**config.mk**
```make
export PLATFORM = sky130hd
export DESIGN_NAME = phy_ctrl_reg
export DESIGN_NICKNAME = d
export VERILOG_FILES = /design/src/rtl/phy_ctrl_pkg.sv /design/src/rtl/phy_rst_sync.sv /design/src/rtl/phy_ctrl_regs.sv /design/src/rtl/phy_mac_gate.sv /design/src/rtl/phy_ctrl_reg.sv
export SDC_FILE = /design/constraint.sdc
export NUM_CORES = 1
export LEC_CHECK = 0
export BUFFER_PORTS_ARGS = -buffer_cell sky130_fd_sc_hd__buf_2
export CAP_MARGIN = 20
export CELL_PAD_IN_SITES_DETAIL_PLACEMENT = 0
export CELL_PAD_IN_SITES_GLOBAL_PLACEMENT = 1
export CORE_UTILIZATION = 21
export CTS_CLUSTER_DIAMETER = 120
export DETAILED_ROUTE_END_ITERATION = 10
export PLACE_DENSITY_LB_ADDON = 0.1
export SLEW_MARGIN = 10
export SYNTH_ARGS = -nofsm -noshare
export SYNTH_HDL_FRONTEND = slang
export SYNTH_SLANG_ARGS = --single-unit
```
**constraint.sdc**
```tcl
create_clock -name clk -period 3.1 [get_ports clk]
set_input_delay 0.62 -clock clk [delete_from_list [all_inputs] [get_ports clk]]
set_output_delay 0.62 -clock clk [all_outputs]
set_load 0.01 [all_outputs]
```
**src/rtl/phy_ctrl_pkg.sv**
```systemverilog
package phy_ctrl_pkg;
  localparam int unsigned REG_W      = 16;
  localparam int unsigned B_AN_EN    = 12;
  localparam int unsigned B_LOW_PWR  = 11;
  localparam int unsigned B_ISOLATE  = 10;
  localparam int unsigned B_RESTART  = 9;
  localparam int unsigned STRAP_W    = 5;

  typedef struct packed {
    logic an_en;
    logic low_pwr;
    logic isolate;
    logic restart;
  } ctrl_bits_t;
endpackage

```
**src/rtl/phy_rst_sync.sv**
```systemverilog
module phy_rst_sync #(
  parameter int unsigned STAGES = 2
) (
  input  logic clk,
  input  logic rst_n,
  output logic rst_n_sync
);
  logic [STAGES-1:0] chain_q;

  always_ff @(posedge clk or negedge rst_n) begin
    if (!rst_n) chain_q <= '0;
    else        chain_q <= {chain_q[STAGES-2:0], 1'b1};
  end

  assign rst_n_sync = chain_q[STAGES-1];
endmodule

```
**src/rtl/phy_ctrl_regs.sv**
```systemverilog
module phy_ctrl_regs
  import phy_ctrl_pkg::*;
#(
  parameter int unsigned ADDR_W    = 5,
  parameter int unsigned CTRL_ADDR = 0,
  parameter bit          AN_EN_RST = 1'b1
) (
  input  logic              clk,
  input  logic              rst_n,
  input  logic              iso_dflt,
  input  logic              sw_mode,
  input  logic [ADDR_W-1:0] addr,
  input  logic              wr_en,
  input  logic [3:0]        wr_bits,   // written bits 12..9
  input  logic              an_started,
  output ctrl_bits_t        ctrl,
  output logic [REG_W-1:0]  rd_data,
  output logic              an_restart,
  output logic              lat_clr
);
  localparam logic [ADDR_W-1:0] CTRL_A = ADDR_W'(CTRL_ADDR);

  logic an_en_q, an_en_d;
  logic lp_q, lp_d;
  logic iso_x_q, iso_x_d;       // isolate stored relative to its strap default
  logic rst_q, rst_d;
  logic pulse_q, pulse_d;
  logic clr_q, clr_d;
  logic hit, accept, cfg_ce;

  always_comb begin
    hit     = wr_en && (addr == CTRL_A);
    accept  = hit && sw_mode && wr_bits[3] && wr_bits[0];
    cfg_ce  = hit;
    an_en_d = wr_bits[3];
    lp_d    = wr_bits[2];
    iso_x_d = wr_bits[1] ^ iso_dflt;
    rst_d   = rst_q;
    if (accept)                  rst_d = 1'b1;
    else if (hit && !wr_bits[3]) rst_d = 1'b0;
    else if (an_started)         rst_d = 1'b0;
    pulse_d = accept;
    clr_d   = (cfg_ce ? lp_d : lp_q) && !lp_q;
  end

  always_ff @(posedge clk or negedge rst_n) begin
    if (!rst_n) begin
      an_en_q <= AN_EN_RST;
      lp_q    <= 1'b0;
      iso_x_q <= 1'b0;
    end else if (cfg_ce) begin
      an_en_q <= an_en_d;
      lp_q    <= lp_d;
      iso_x_q <= iso_x_d;
    end
  end

  always_ff @(posedge clk or negedge rst_n) begin
    if (!rst_n) begin
      rst_q   <= 1'b0;
      pulse_q <= 1'b0;
      clr_q   <= 1'b0;
    end else begin
      rst_q   <= rst_d;
      pulse_q <= pulse_d;
      clr_q   <= clr_d;
    end
  end

  assign ctrl.an_en   = an_en_q;
  assign ctrl.low_pwr = lp_q;
  assign ctrl.isolate = iso_x_q ^ iso_dflt;
  assign ctrl.restart = rst_q;
  assign an_restart   = pulse_q;
  assign lat_clr      = clr_q;

  always_comb begin
    rd_data = '0;
    if (addr == CTRL_A) begin
      rd_data[B_AN_EN]   = ctrl.an_en;
      rd_data[B_LOW_PWR] = ctrl.low_pwr;
      rd_data[B_ISOLATE] = ctrl.isolate;
      rd_data[B_RESTART] = ctrl.restart;
    end
  end
endmodule

```
**src/rtl/phy_mac_gate.sv**
```systemverilog
module phy_mac_gate #(
  parameter int unsigned MAC_OUT_N = 10
) (
  input  logic                 isolate,
  input  logic                 low_pwr,
  output logic [MAC_OUT_N-1:0] oe,
  output logic [MAC_OUT_N-1:0] force_low,
  output logic                 in_ignore,
  output logic                 line_tri
);
  for (genvar i = 0; i < MAC_OUT_N; i++) begin : g_pin
    assign oe[i]        = !isolate;
    assign force_low[i] = low_pwr && !isolate;
  end
  assign in_ignore = isolate || low_pwr;
  assign line_tri  = low_pwr;
endmodule

```
**src/rtl/phy_ctrl_reg.sv**
```systemverilog
module phy_ctrl_reg
  import phy_ctrl_pkg::*;
#(
  parameter int unsigned ADDR_W    = 5,
  parameter int unsigned CTRL_ADDR = 0,
  parameter int unsigned MAC_OUT_N = 10,
  parameter bit          AN_EN_RST = 1'b1
) (
  input  logic                 clk,
  input  logic                 rst_n,
  input  logic [STRAP_W-1:0]   strap_phy_addr,
  input  logic                 sw_mode,
  input  logic [ADDR_W-1:0]    reg_addr,
  input  logic                 reg_wr_en,
  input  logic [REG_W-1:0]     reg_wr_data,
  output logic [REG_W-1:0]     reg_rd_data,
  input  logic                 an_started,
  output logic                 an_restart,
  output logic                 lat_clr,
  output logic [MAC_OUT_N-1:0] mac_oe,
  output logic [MAC_OUT_N-1:0] mac_force_low,
  output logic                 mac_in_ignore,
  output logic                 line_tx_tri
);
  logic       rst_s_n;
  logic       iso_dflt;
  ctrl_bits_t ctrl;
  logic       iso_bit, lp_bit, an_en_bit, restart_bit;

  assign iso_dflt = (strap_phy_addr == '0);

  phy_rst_sync #(.STAGES(2)) u_rst (
    .clk        (clk),
    .rst_n      (rst_n),
    .rst_n_sync (rst_s_n)
  );

  phy_ctrl_regs #(
    .ADDR_W    (ADDR_W),
    .CTRL_ADDR (CTRL_ADDR),
    .AN_EN_RST (AN_EN_RST)
  ) u_regs (
    .clk        (clk),
    .rst_n      (rst_s_n),
    .iso_dflt   (iso_dflt),
    .sw_mode    (sw_mode),
    .addr       (reg_addr),
    .wr_en      (reg_wr_en),
    .wr_bits    (reg_wr_data[B_AN_EN:B_RESTART]),
    .an_started (an_started),
    .ctrl       (ctrl),
    .rd_data    (reg_rd_data),
    .an_restart (an_restart),
    .lat_clr    (lat_clr)
  );

  assign iso_bit     = ctrl.isolate;
  assign lp_bit      = ctrl.low_pwr;
  assign an_en_bit   = ctrl.an_en;
  assign restart_bit = ctrl.restart;

  phy_mac_gate #(.MAC_OUT_N(MAC_OUT_N)) u_gate (
    .isolate   (iso_bit),
    .low_pwr   (lp_bit),
    .oe        (mac_oe),
    .force_low (mac_force_low),
    .in_ignore (mac_in_ignore),
    .line_tri  (line_tx_tri)
  );
endmodule

```
Word-level counts from Yosys, hierarchy flattened
Cells that the tools add are included.
{"block": "word_totals", "reg_bits": 8, "out_inout_bits": 40, "input_bits": 31, "elab_cells": 28}
{"block": "classes", "bitwise_logic": 2, "mux": 5, "reduce_logical": 14}
{"operator": "$logic_not A5 Y1", "n": 2}
{"operator": "$logic_and A1 B1 Y1", "n": 7}
{"operator": "$mux W1", "n": 4}
{"operator": "$mux W4", "n": 1}
{"operator": "$logic_not A1 Y1", "n": 3}
{"operator": "$reduce_bool A3 Y1", "n": 1}
{"operator": "$xor A1 B1 Y1", "n": 2}
{"operator": "$logic_or A1 B1 Y1", "n": 1}

Depth between registers and ports, before layout
Gate-level depths: netlist of the first run.
{"block": "depth", "depth_word": 6, "depth_mapped": 4, "depth_no_buf": 3}

By module
From an unflattened synthesis of the first run, not the netlist that was laid out.
{"block": "unflattened", "cells_unflattened": 68, "area_unflattened_um2": 664.4}
{"module": "phy_ctrl_regs", "cells_per_inst": 41, "seq_area_each_um2": 151.4, "area_each_um2": 440.4, "n_inst": 1}
{"module": "phy_mac_gate", "cells_per_inst": 22, "seq_area_each_um2": 0.0, "area_each_um2": 158.9, "n_inst": 1}
{"module": "phy_rst_sync", "cells_per_inst": 3, "seq_area_each_um2": 50.0, "area_each_um2": 53.8, "n_inst": 1}
{"module": "phy_ctrl_reg", "cells_per_inst": 2, "seq_area_each_um2": 0.0, "area_each_um2": 11.3, "n_inst": 1}

Worst setup path before layout of the first run
No wires, ideal clock.
{"block": "synth_timing", "path_kind": "input -> output", "startpoint": "in strap_phy_addr[1]", "endpoint": "out mac_force_low[1]", "setup_slack_ns": 0.489, "stages": 4, "required_time_ns": 2.480, "arrival_time_ns": 1.991, "path_buffers": 1, "path_cell_list": "or4_4 > o21ai_0 > and3_1 > buf_4"}
{"block": "synth_between", "elab_chain_len": 4}
{"item": "from (decl)", "line": "phy_ctrl_reg.sv:11", "rtl": "input logic [STRAP_W-1:0] strap_phy_addr,"}
{"item": "$logic_not A5 Y1", "line": "phy_ctrl_reg.sv:30", "rtl": "assign iso_dflt = (strap_phy_addr == '0);"}
{"item": "$xor A1 B1 Y1", "line": "phy_ctrl_regs.sv:72", "rtl": "assign ctrl.isolate = iso_x_q ^ iso_dflt;"}
{"item": "$logic_not A1 Y1"}
{"item": "$logic_and A1 B1 Y1"}
{"item": "to (decl)", "line": "phy_ctrl_reg.sv:21", "rtl": "output logic [MAC_OUT_N-1:0] mac_force_low,"}
No other way between the ends.

Final worst setup path of the first run
{"block": "layout_timing", "startpoint": "in strap_phy_addr[1]", "endpoint": "out mac_force_low[4]"}
{"block": "layout_between", "elab_chain_len": 4}
{"item": "$logic_not A5 Y1", "line": "phy_ctrl_reg.sv:30"}
{"item": "$xor A1 B1 Y1", "line": "phy_ctrl_regs.sv:72"}
{"item": "$logic_not A1 Y1", "line": "phy_mac_gate.sv:13", "rtl": "assign force_low[i] = low_pwr && !isolate;"}
{"item": "$logic_and A1 B1 Y1", "line": "phy_mac_gate.sv:13"}
No other way between the ends.

==> run summary, run 1 <==
The diode insertion count for antenna repair came out at 0. The sum of net half-perimeters after detailed placement is roughly 1000 microns. The area fraction in and, or, nand and nor cells after synthesis came out at 0.1980. The signal on the critical path passes through buf_2, or4_4, o21ai_0, and3_1, buf_2. Of the total synthesized cell area, the portion taken by full adders, half adders and majority gates is 0. The post-CTS setup buffer count is 0.

The initial standard-cell utilization of the core came out at 0.2227. Of all nets on the critical path, the largest fanout is 10. Clock-pin slew was measured on the worst setup and hold paths at 50 ps. The required time at the worst-slack endpoint came out at ~2500 ps. The internal power component came out at approximately 230 uW.

The placer congestion estimate is roughly 0.64. The final number of max-transition violations is 0. The path type of the worst min-delay path is reg -> async. The number of resized instances in the post-cts repair step came out at 0. The sequential element share of the synthesized area came out at 0.3253. The share of the cycle needed by the critical path after routing is 0.8807.

The worst setup slack for register-to-register paths came out at approximately 2300 ps. The maximum resistive drop on vdd came out at about 0.19 mV. The relative contribution of sequential cells to total power is 0.359. The via count of the first global-routing pass came out at 443. The vias after detailed routing is 500.

STA classifies the critical path startpoint as an input pin. The worst setup slack before clock tree synthesis came out at around 350 ps. The total grt overflow is 0. The count of endpoints failing hold in the final timing report came out at 0. The pin count of the biggest net entering global routing came out at 11.

The number of clock buffers added by TritonCTS is 3. The number of warnings reported in the yosys synthesis log came out at 0. The clock skew came out at around 2.8 ps.

By area, the combinational part of the netlist is dominated by buffers and inverters. The number of synthesized register bits is 8. Summed over all nets, the switching power comes to around 120 uW. The worst-case reg-to-reg path depth came out at 1. The clock sink count came out at 8. The transition time at the pin with the least slew margin came out at 546.3 ps.

The power density over the cells came out at about 460 nW/um^2. The xor/xnor cell area share of the yosys netlist came out at 0. The global router's overall resource usage is 0.06987.

The area growth from synthesis to layout is 20.40%. The standby leakage power came out at between 0.4 and 0.5 nW. Broken down by cell family, the worst path's largest delay share belongs to simple AND/OR/NAND/NOR gates. The synthesized area per cell is 9.244 sq um. The number of buffer and inverter instances along the worst setup path is 2.

In the final layout, the share of cells above drive strength 1 is 0.5600. TritonCTS built the clock tree. The first-iteration detailed-routing DRC count came out at 3. The sum of routed wire length over all layers is roughly 1100 microns.

The tree is rooted in a sky130_fd_sc_hd__clkbuf_4. Headroom to the max-slew limit came out at 0.6306. In the routed design, unresolved DRC markers number 0. After detailed routing, the average wire length per cell comes to between 8 and 9 microns. In this run the critical register-to-register path is captured at u_regs.lp_q. The overall die area is roughly 3200 sq um.

By instance count, the cell type seen most on the critical path is sky130_fd_sc_hd__buf_2. In this run the worst setup path begins at strap_phy_addr[1]. CTS built an H-tree with a depth of 1. The netlist area before placement is 619.3 sq um. The number of cells produced by synthesis came out at 67. By startpoint and endpoint, the worst setup path is classified as in -> out.

In this run the standard cell core region covers roughly 2800 sq um. The source-to-sink clock delay at the later pin of the worst-skew pair came out at ~240 ps. The floorplan has 19 rows.

For this run, the slowest stage of the critical path takes approximately 540 ps. The slowest stage of the critical path belongs to the cell sky130_fd_sc_hd__or4_4. The number of antenna-violating nets in the routed design is 0.

The number of distinct standard cells referenced by the synthesized netlist is 23. The number of hold buffers added after CTS was 0. Hold is met by 93.61 ps. The routed via count divided by cell count came out at 3.817. Once routing completed, OpenROAD measured the worst setup slack at between 300 and 400 ps. For this design the top-level I/O count stands at 71.

The final design utilization is 0.2681. Of the total power, the clock network draws 0.235. The setup violation total in the final timing report is 0. The flow ran to the end, and the final reports show no timing, DRC or antenna violations.

The total iterations of the first detailed-routing run is 2. The compound-gate portion of the synthesized area came out at 0.05859. The wire length of the first global-routing pass came out at around 1800 microns. Summed over all failing endpoints, the final setup total negative slack is 0 ps. Total power for the finished layout comes to approximately 350 uW. The worst setup path is captured at an output port.

The net count reported at finish came out at 132. The part of the total power dissipated in combinational logic came out at 0.406. The die is about 56 microns tall. Of the post-synthesis cell area, the part taken by muxes is 0.03636. The chip width is roughly 56 microns.

The worst path arrival time came out at 2110 ps. Buffers placed on the I/O ports in this run total between 40 and 50. The deepest clock path buffer count came out at 2. The filler cells instantiated in the layout total between 300 and 400. The initial antenna violation count came out at 0. Of the total power, the share spent switching nets is 0.3473.

Max-cap violations in this run came to 0. Setup repair after global routing left no endpoint under its margin. The minimum period implied by the final worst setup slack came out at between 2000 and 3000 ps.

The worst register-to-register path begins at u_regs.lp_q. The maximum frequency from static timing analysis came out at between 300 and 400 MHz.
power by group through the flow:
| stage | combinational [mW] | sequential [mW] | clock [mW] |
|---|---|---|---|
| 5_1_grt | 0.154 | 0.126 | 0.0960 |
| 6_report | 0.141 | 0.124 | 0.0816 |
| 2_1_floorplan | 0.148 | 0.125 | 0 |
| 4_1_cts | 0.143 | 0.125 | 0.0872 |
| 3_5_place_dp | 0.143 | 0.127 | 0 |
| 3_3_place_gp | 0.143 | 0.127 | 0 |
kinds of logic (layout without fill, tap and decap cells):
group,Yosys count,after routing
buffers and inverters,31,53
AOI/OAI and AO/OA,6,6
other,2,13
and+or+nand+nor,18,18
muxes,2,2
DFF,8,8
through the flow:
step,cell area [sq um],cells
after floorplan,660.6,78
after global placement,719.4,127
after detailed placement,719.4,127
after CTS,745.7,131
after global routing,745.7,131
final,745.7,131
layout by cell type (no fill, tap or decap), types with 2 or more instances in the layout:
| cell type | Yosys | final |
|---|---|---|
| sky130_fd_sc_hd__nor4b_1 | 2 | 2 |
| sky130_fd_sc_hd__buf_2 | 0 | 46 |
| sky130_fd_sc_hd__buf_4 | 30 | 2 |
| sky130_fd_sc_hd__clkbuf_4 | 0 | 3 |
| sky130_fd_sc_hd__o21ai_0 | 2 | 2 |
| sky130_fd_sc_hd__and2_1 | 5 | 5 |
| sky130_fd_sc_hd__nor2_1 | 2 | 2 |
| sky130_fd_sc_hd__mux2_2 | 2 | 2 |
| sky130_fd_sc_hd__dfrtp_1 | 7 | 7 |
| sky130_fd_sc_hd__conb_1 | 2 | 13 |
state kept, by name, indices dropped and copies added (netlist names):
name and flops:
u_regs.an_en_q 1, u_regs.an_restart 1, u_regs.iso_x_q 1, u_regs.lat_clr 1
u_regs.lp_q 1, u_regs.rst_q 1, u_rst.chain_q 2
layout make-up:
cell class,count,area [sq um],area share
timing repair buffer,48,245.2,0.3289
tap,31,38.79,0.05201
sequential,8,201.4,0.2701
inverter,1,3.754,0.005034
multi-input combinational,39,230.2,0.3087
clock buffer,4,26.28,0.03523
worst max path at each step:
stage                             endpoint  slack, ps  depth (start not counted)
after global routing      mac_force_low[2]        280                          5
after floorplan           mac_force_low[1]        490                          4
final                     mac_force_low[4]        370                          5
after CTS                 mac_force_low[4]        350                          5
after detailed placement  mac_force_low[4]        350                          5
after global placement    mac_force_low[6]        380                          5
routing by layer:
metal	wire [microns]	global-route usage
met1	453	0.07902
met2	592	0.1310
met3	71	0.006912
met4	0	0.03136
met5	0	0
synthesized netlist by cell type, drive strengths merged:
master / n / area, sq um
inv: 1 / 3.750
a21boi: 1 / 7.510
and2: 5 / 31.28
a31oi: 1 / 6.260
nor4b: 2 / 17.52
nor3b: 1 / 7.510
buf: 30 / 225.2
nand2b: 1 / 6.260
nand2: 1 / 3.750
dfrtp: 7 / 175.2
or3: 2 / 17.52
nand4: 1 / 6.260
o21ai: 2 / 10.01
dfstp: 1 / 26.28
a21oi: 1 / 5.000
nand3b: 1 / 7.510
and3: 1 / 6.260
a22oi: 1 / 7.510
mux2: 2 / 22.52
or4: 1 / 11.26
nor2: 2 / 7.510
conb: 2 / 7.510
Power figures use the tool's default switching activity.
==> run 2: changes to the inputs <==
Settings changed: CTS_BUF_LIST set to sky130_fd_sc_hd__clkbuf_16.
==> run 2 against run 1 <==
Fmax is essentially flat. Largest cell class unchanged. Critical path depth is the same. Sequential power is essentially flat. Critical endpoint unchanged. First-iteration DRC count grew 100%. Cell count is the same.
==> run summary, run 2 (synthesized netlist as in run 1, its figures left out) <==
The pin count of the biggest net entering global routing came out at 11 (unchanged). The diode insertion count for antenna repair came to 0 (unchanged). The total of hold buffers inserted after clock tree synthesis came out at 0 (unchanged). The final number of max-transition violations is 0 (unchanged).

The deepest clock path buffer count is 2 (unchanged). The switching part of the total power came out at 0.2815 (was 0.3473). The sum of routed wire length over all layers came out at 1127 microns (was 1117 microns).

The top register by number of flip-flops is u_rst.chain_q (unchanged). The internal power component came out at 345.3 uW (was 226.3 uW). The element type at the critical path start was an input pin (unchanged). The vias after detailed routing came to 503 (was 500). The number of rows created at floorplan is 19 (unchanged). The total iterations of the first detailed-routing run is 2 (unchanged). The family with the most delay on the worst path is simple AND/OR/NAND/NOR gates (unchanged). The master of the slowest instance on the critical path is sky130_fd_sc_hd__or4_4 (unchanged). The clock skew came out at 1.593 ps (was 2.846 ps). The number of antenna-violating nets in the routed design is 0 (unchanged). The number of buffers created by CTS is 3 (unchanged).

The flip-flop count of the largest register after layout came out at 2 (unchanged). The CTS tree is built (unchanged). The critical path class was in -> out (unchanged).

The number of resized instances in the post-cts repair step is 0 (unchanged). The count of non-filler cells in the finished layout came out at 131 (unchanged). The share of post-route cells with drive strength above 1 came out at 0.5600 (unchanged). The transition time at the pin with the least slew margin came out at 546.3 ps (unchanged). The minimum period implied by the final worst setup slack is 2730 ps (about the same).

The count of endpoints failing hold in the final timing report is 0 (unchanged). The worst-path maximum fanout came out at 10 (unchanged). The post-detailed-route DRC marker count is 0 (unchanged).

The share of total power in the clock network is 0.448 (was 0.235). The biggest cell delay along the critical path came out at 540 ps (about the same). The initial standard-cell utilization of the core is 0.2227 (unchanged). The global router's overall resource usage came out at 0.06938 (was 0.06987).

The worst path arrival time is 2110 ps (about the same). The wire length of the first global-routing pass came out at 1773 microns (was 1759 microns). The worst setup slack for register-to-register paths was 2290 ps (about the same). The cell repeated most along the worst path is sky130_fd_sc_hd__buf_2 (unchanged).

The H-tree level count is 1 (unchanged). The area growth from synthesis to layout came to 28.89% (was 20.40%). The path type of the worst min-delay path is reg -> async (unchanged). The maximum frequency from static timing analysis came out at 366.3 MHz (about the same). The maximum resistive drop on vdd came out at 0.3777 mV (was 0.1937 mV). The startpoint of the lowest-slack register-to-register path is u_regs.lp_q (unchanged). The total net switching power came out at 135.3 uW (was 120.4 uW). The sum of net half-perimeters after detailed placement is 1014 microns (unchanged). The power density over the cells is 602.1 nW/um^2 (was 464.8 nW/um^2). The first-iteration detailed-routing DRC count is 6 (was 3). The clock sink count is 8 (unchanged).

The cell count after placement is 127 (unchanged). The net count reported at finish is 132 (unchanged). The standby leakage power is 0.4618 nW (was 0.4345 nW).

The sort of element at the end of the critical path is an output port (unchanged). The source-to-sink clock delay at the later pin of the worst-skew pair is 230 ps (was 240 ps). The destination of the worst register-to-register timing path is u_regs.lp_q (unchanged). The overall die area came out at 3170 sq um (unchanged). The master cell of the clock root buffer was sky130_fd_sc_hd__clkbuf_16 (was sky130_fd_sc_hd__clkbuf_4). The top-level I/O count came out at 71 (unchanged). The post-CTS setup buffer count came out at 0 (unchanged). The final total negative setup slack came out at 0 ps (unchanged).

The chip width is 56.31 microns (unchanged). The share of the cycle needed by the critical path after routing came out at 0.8807 (about the same). The post-detailed-route wirelength per cell came out at 8.603 microns (was 8.527 microns). The die outline height came out at 56.31 microns (unchanged). The routed via count divided by cell count is 3.840 (was 3.817). The total grt overflow is 0 (unchanged). Commonest cells after routing, fill and taps aside: sky130_fd_sc_hd__buf_2, sky130_fd_sc_hd__conb_1, sky130_fd_sc_hd__dfrtp_1, sky130_fd_sc_hd__and2_1, sky130_fd_sc_hd__clkbuf_16 (was sky130_fd_sc_hd__buf_2, sky130_fd_sc_hd__conb_1, sky130_fd_sc_hd__dfrtp_1, sky130_fd_sc_hd__and2_1, sky130_fd_sc_hd__clkbuf_4). The placer congestion estimate is 0.6397 (unchanged). Cells along the critical path: buf_2, or4_4, o21ai_0, and3_1, buf_2 (unchanged). The required time at the worst-slack endpoint was 2480 ps (about the same).

The number of buffers inserted by port buffering was 46 (unchanged). The count of maximum capacitance violations is 0 (unchanged). The setup violation total in the final timing report is 0 (unchanged). The number of buffer and inverter instances along the worst setup path came out at 2 (unchanged). The register clock-pin slew on the reported worst setup and hold paths is 40 ps (was 50 ps). The via count of the first global-routing pass was 437 (was 443). The area inside the core boundary is 2781 sq um (unchanged). The commonest non-fill, non-tap cell in the layout is sky130_fd_sc_hd__buf_2 (unchanged). The relative contribution of sequential cells to total power was 0.260 (was 0.359).

The worst relative slew slack was 0.6306 (unchanged). The worst-case reg-to-reg path depth came to 1 (unchanged). Status: finished clean (unchanged). The part of the total power dissipated in combinational logic came out at 0.293 (was 0.406). Unrepaired setup endpoints after global routing: false (unchanged). The initial antenna violation count is 0 (unchanged).
-- run 2: cell count changes in the layout (fill, tap and decap cells not counted), sizes merged --
cell    change
clkbuf      -1
inv         +1
-- run 2: how the worst max path moves through the flow --
stage                      startpoint               end  depth (start not counted)
finish              strap_phy_addr[1]  mac_force_low[4]                          5
global route        strap_phy_addr[1]  mac_force_low[2]                          5
CTS                 strap_phy_addr[1]  mac_force_low[4]                          5
detailed placement  strap_phy_addr[1]  mac_force_low[4]                          5
global placement    strap_phy_addr[1]  mac_force_low[6]                          5
floorplan           strap_phy_addr[1]  mac_force_low[1]                          4
-- run 2: metrics by stage --
step                      cell area, sq um  utilization  power (mW)  worst slack, ps  hold slack, ps
after floorplan                      660.6            -      0.2728            489.4           67.02
after global placement               719.4       0.2587      0.2695            380.4           107.5
after detailed placement             719.4       0.2587      0.2693            347.6           114.1
after CTS                            798.3       0.2870      0.4860            346.2           106.4
after global routing                 798.3       0.2870      0.5110            276.7           117.9
final                                798.3       0.2870      0.4807            370.0           93.59
-- run 2: power groups by stage --
stage               combinational, mW  sequential, mW  clock, mW
floorplan                       0.148           0.125          0
global placement                0.143           0.127          0
detailed placement              0.143           0.127          0
CTS                             0.143           0.125      0.218
global route                    0.154           0.127      0.230
finish                          0.141           0.125      0.215
-- run 2: per-layer routing --
metal | global-route usage | part of all wire | vias to the layer above
met4 | 0.02091 | 0 | 0
met2 | 0.1310 | 0.52 | 30
met1 | 0.08190 | 0.41 | 228
met5 | 0 | 0 | -
li1 | - | - | 245
met3 | 0.006912 | 0.060 | 0
-- run 2: final cells by class --
cell class | instances | area, sq um
Clock buffer | 3 | 75.07
Tap cell | 31 | 38.79
Timing Repair Buffer | 48 | 245.2
Multi-Input combinational cell | 39 | 230.2
Fill cell | 294 | 1983
Sequential cell | 8 | 201.4
Clock inverter | 1 | 3.754
Inverter | 1 | 3.754
==> run 3: changes to the inputs <==
Settings changed: GPL_TIMING_DRIVEN set to 0.
==> run 3 against run 2 <==
Combinational power increased by 55%. Non-clock buffer count increased by 28. Worst hold slack got worse by 2.2 ps. Count of clock-buffer cells in the layout unchanged. Sequential cell count unchanged. Die area unchanged.
==> run summary, run 3 (synthesized netlist as in run 1, its figures left out) <==
The commonest non-fill, non-tap cell in the layout is sky130_fd_sc_hd__buf_2 (unchanged). The clock sink count is 8 (unchanged). The setup violation total in the final timing report came out at 0 (unchanged).

The diode insertion count for antenna repair came out at 0 (unchanged). The master cell of the clock root buffer was sky130_fd_sc_hd__clkbuf_16 (unchanged). The total net switching power came out at 149.9 uW (was 135.3 uW). Commonest cells after routing, fill and taps aside: sky130_fd_sc_hd__buf_2, sky130_fd_sc_hd__buf_4, sky130_fd_sc_hd__conb_1, sky130_fd_sc_hd__dfrtp_1, sky130_fd_sc_hd__and2_1 (was sky130_fd_sc_hd__buf_2, sky130_fd_sc_hd__conb_1, sky130_fd_sc_hd__dfrtp_1, sky130_fd_sc_hd__and2_1, sky130_fd_sc_hd__clkbuf_16).

The CTS tree is built (unchanged). The source-to-sink clock delay at the later pin of the worst-skew pair came out at 230 ps (about the same). The total of hold buffers inserted after clock tree synthesis is 0 (unchanged). The register clock-pin slew on the reported worst setup and hold paths is 40 ps (about the same). The deepest clock path buffer count is 2 (unchanged).

The first-iteration detailed-routing DRC count came to 13 (was 6). The post-detailed-route wirelength per cell came to 8.038 microns (was 8.603 microns). The internal power component is 409.4 uW (was 345.3 uW). The relative contribution of sequential cells to total power is 0.223 (was 0.260). The share of the cycle needed by the critical path after routing is 0.9211 (was 0.8807). The path type of the worst min-delay path is reg -> async (unchanged). The share of total power in the clock network was 0.386 (was 0.448). The number of antenna-violating nets in the routed design came out at 0 (unchanged). Status: finished clean (unchanged). The area growth from synthesis to layout is 62.83% (was 28.89%). The die outline height is 56.31 microns (unchanged). The chip width came out at 56.31 microns (unchanged). The H-tree level count is 1 (unchanged). The final total negative setup slack is 0 ps (unchanged). The sum of routed wire length over all layers is 1278 microns (was 1127 microns). The sort of element at the end of the critical path is an output port (unchanged). The required time at the worst-slack endpoint came to 2480 ps (about the same). The part of the total power dissipated in combinational logic is 0.391 (was 0.293). The final design utilization came out at 0.3626 (was 0.2870).

The post-detailed-route DRC marker count came out at 0 (unchanged). The top register by number of flip-flops is u_rst.chain_q (unchanged). The final hold slack is 91.40 ps (was 93.59 ps). The number of buffers created by CTS came out at 3 (unchanged). The filler cell count in the final layout came out at 295 (was 294). The worst path arrival time came out at 2240 ps (was 2110 ps). The number of rows created at floorplan is 19 (unchanged).

The share of post-route cells with drive strength above 1 is 0.6563 (was 0.5600). The switching part of the total power was 0.2679 (was 0.2815). The clock skew came out at 0.3543 ps (was 1.593 ps).

The element type at the critical path start is an input pin (unchanged). The top-level I/O count is 71 (unchanged). The total iterations of the first detailed-routing run came to 2 (unchanged). The initial antenna violation count came out at 0 (unchanged). The post-CTS setup buffer count came out at 0 (unchanged).

The count of endpoints failing hold in the final timing report is 0 (unchanged). The setup slack after layout was 244.6 ps (was 370.0 ps). The wire length of the first global-routing pass came out at 2063 microns (was 1773 microns). The overall die area is 3170 sq um (unchanged). The power density over the cells is 554.6 nW/um^2 (was 602.1 nW/um^2). Unrepaired setup endpoints after global routing: false (unchanged). The net count reported at finish is 160 (was 132). The worst-path maximum fanout is 10 (unchanged). The global router's overall resource usage came out at 0.08208 (was 0.06938). The total grt overflow came to 0 (unchanged).

The worst relative slew slack is 0.5338 (was 0.6306). The maximum resistive drop on vdd came out at 0.3482 mV (was 0.3777 mV). The pin count of the biggest net entering global routing is 11 (unchanged). The standby leakage power is 0.6066 nW (was 0.4618 nW). The final number of max-transition violations came out at 0 (unchanged). The number of buffers inserted by port buffering came out at 46 (unchanged). The worst setup slack before clock tree synthesis came out at 223.3 ps (was 347.6 ps). The placer congestion estimate is 0.6395 (was 0.6397). The flip-flop count of the largest register after layout is 2 (unchanged). The count of maximum capacitance violations came out at 0 (unchanged).

The transition time at the pin with the least slew margin is 689.6 ps (was 546.3 ps). The vias after detailed routing is 579 (was 503). The sum of net half-perimeters after detailed placement came out at 1136 microns (was 1014 microns). The area inside the core boundary is 2781 sq um (unchanged).

The routed via count divided by cell count came to 3.642 (was 3.840). The number of resized instances in the post-cts repair step is 0 (unchanged). The maximum frequency from static timing analysis is 350.2 MHz (was 366.3 MHz). The critical path class was in -> out (unchanged). The minimum period implied by the final worst setup slack was 2855 ps (was 2730 ps).

The initial standard-cell utilization of the core came to 0.2227 (unchanged). The via count of the first global-routing pass was 515 (was 437).
==> run 3: cell count changes in the layout (fill, tap and decap cells not counted), sizes merged <==
cell,delta
buf,+28
==> run 3: critical path, cell delays in order <==
cell and delay (ps):
sky130_fd_sc_hd__buf_2 90, sky130_fd_sc_hd__or4_4 540, sky130_fd_sc_hd__o21ai_0 310, sky130_fd_sc_hd__and3_1 400
sky130_fd_sc_hd__buf_4 160, sky130_fd_sc_hd__buf_2 110
==> run 3: through the flow <==
stage | area [sq um] | power, mW | cells
6_report | 1008 | 0.5593 | 159
2_1_floorplan | 660.6 | 0.2728 | 78
3_3_place_gp | 929.6 | 0.3470 | 155
4_1_cts | 1008 | 0.5683 | 159
5_1_grt | 1008 | 0.5929 | 159
3_5_place_dp | 929.6 | 0.3482 | 155
==> run 3: worst paths after layout <==
kind,startpoint,endpoint,slack (ps),cells past startpoint
setup / recovery,strap_phy_addr[1],mac_force_low[2],240,6
hold / removal,u_rst.chain_q[1],u_regs.lp_q,90,0
setup reg to reg,u_regs.lp_q,u_regs.lp_q,2290,1
hold reg to reg,u_rst.chain_q[1],u_regs.lp_q,90,0
max in group asynchronous,u_rst.chain_q[1],u_regs.an_en_q,2750,0
min in group clk,u_rst.chain_q[0],u_rst.chain_q[1],350,0
==> run 3: layout make-up <==
cell class	instances	area, sq um	area share
multi-input combinational	39	230.2	0.2283
timing repair buffer	46	230.2	0.2283
buffer	30	225.2	0.2233
sequential	8	201.4	0.1998
clock buffer	3	75.07	0.07444
tap	31	38.79	0.03846
clock inverter	1	3.754	0.003722
inverter	1	3.754	0.003722
==> run 3: routing by layer <==
metal / vias to the layer above / global-route usage / part of all wire
met5: - / 0 / 0
met4: 0 / 0.06272 / 0.023
met3: 4 / 0.006912 / 0.075
met2: 32 / 0.1480 / 0.48
met1: 242 / 0.08790 / 0.42
li1: 301 / - / -
==> run 3: power by group through the flow <==
stage	logic, mW	registers [mW]	clock network (mW)
final	0.219	0.125	0.216
after CTS	0.221	0.125	0.221
after floorplan	0.148	0.125	0
after global placement	0.221	0.126	0
after global routing	0.239	0.128	0.226
after detailed placement	0.221	0.127	0
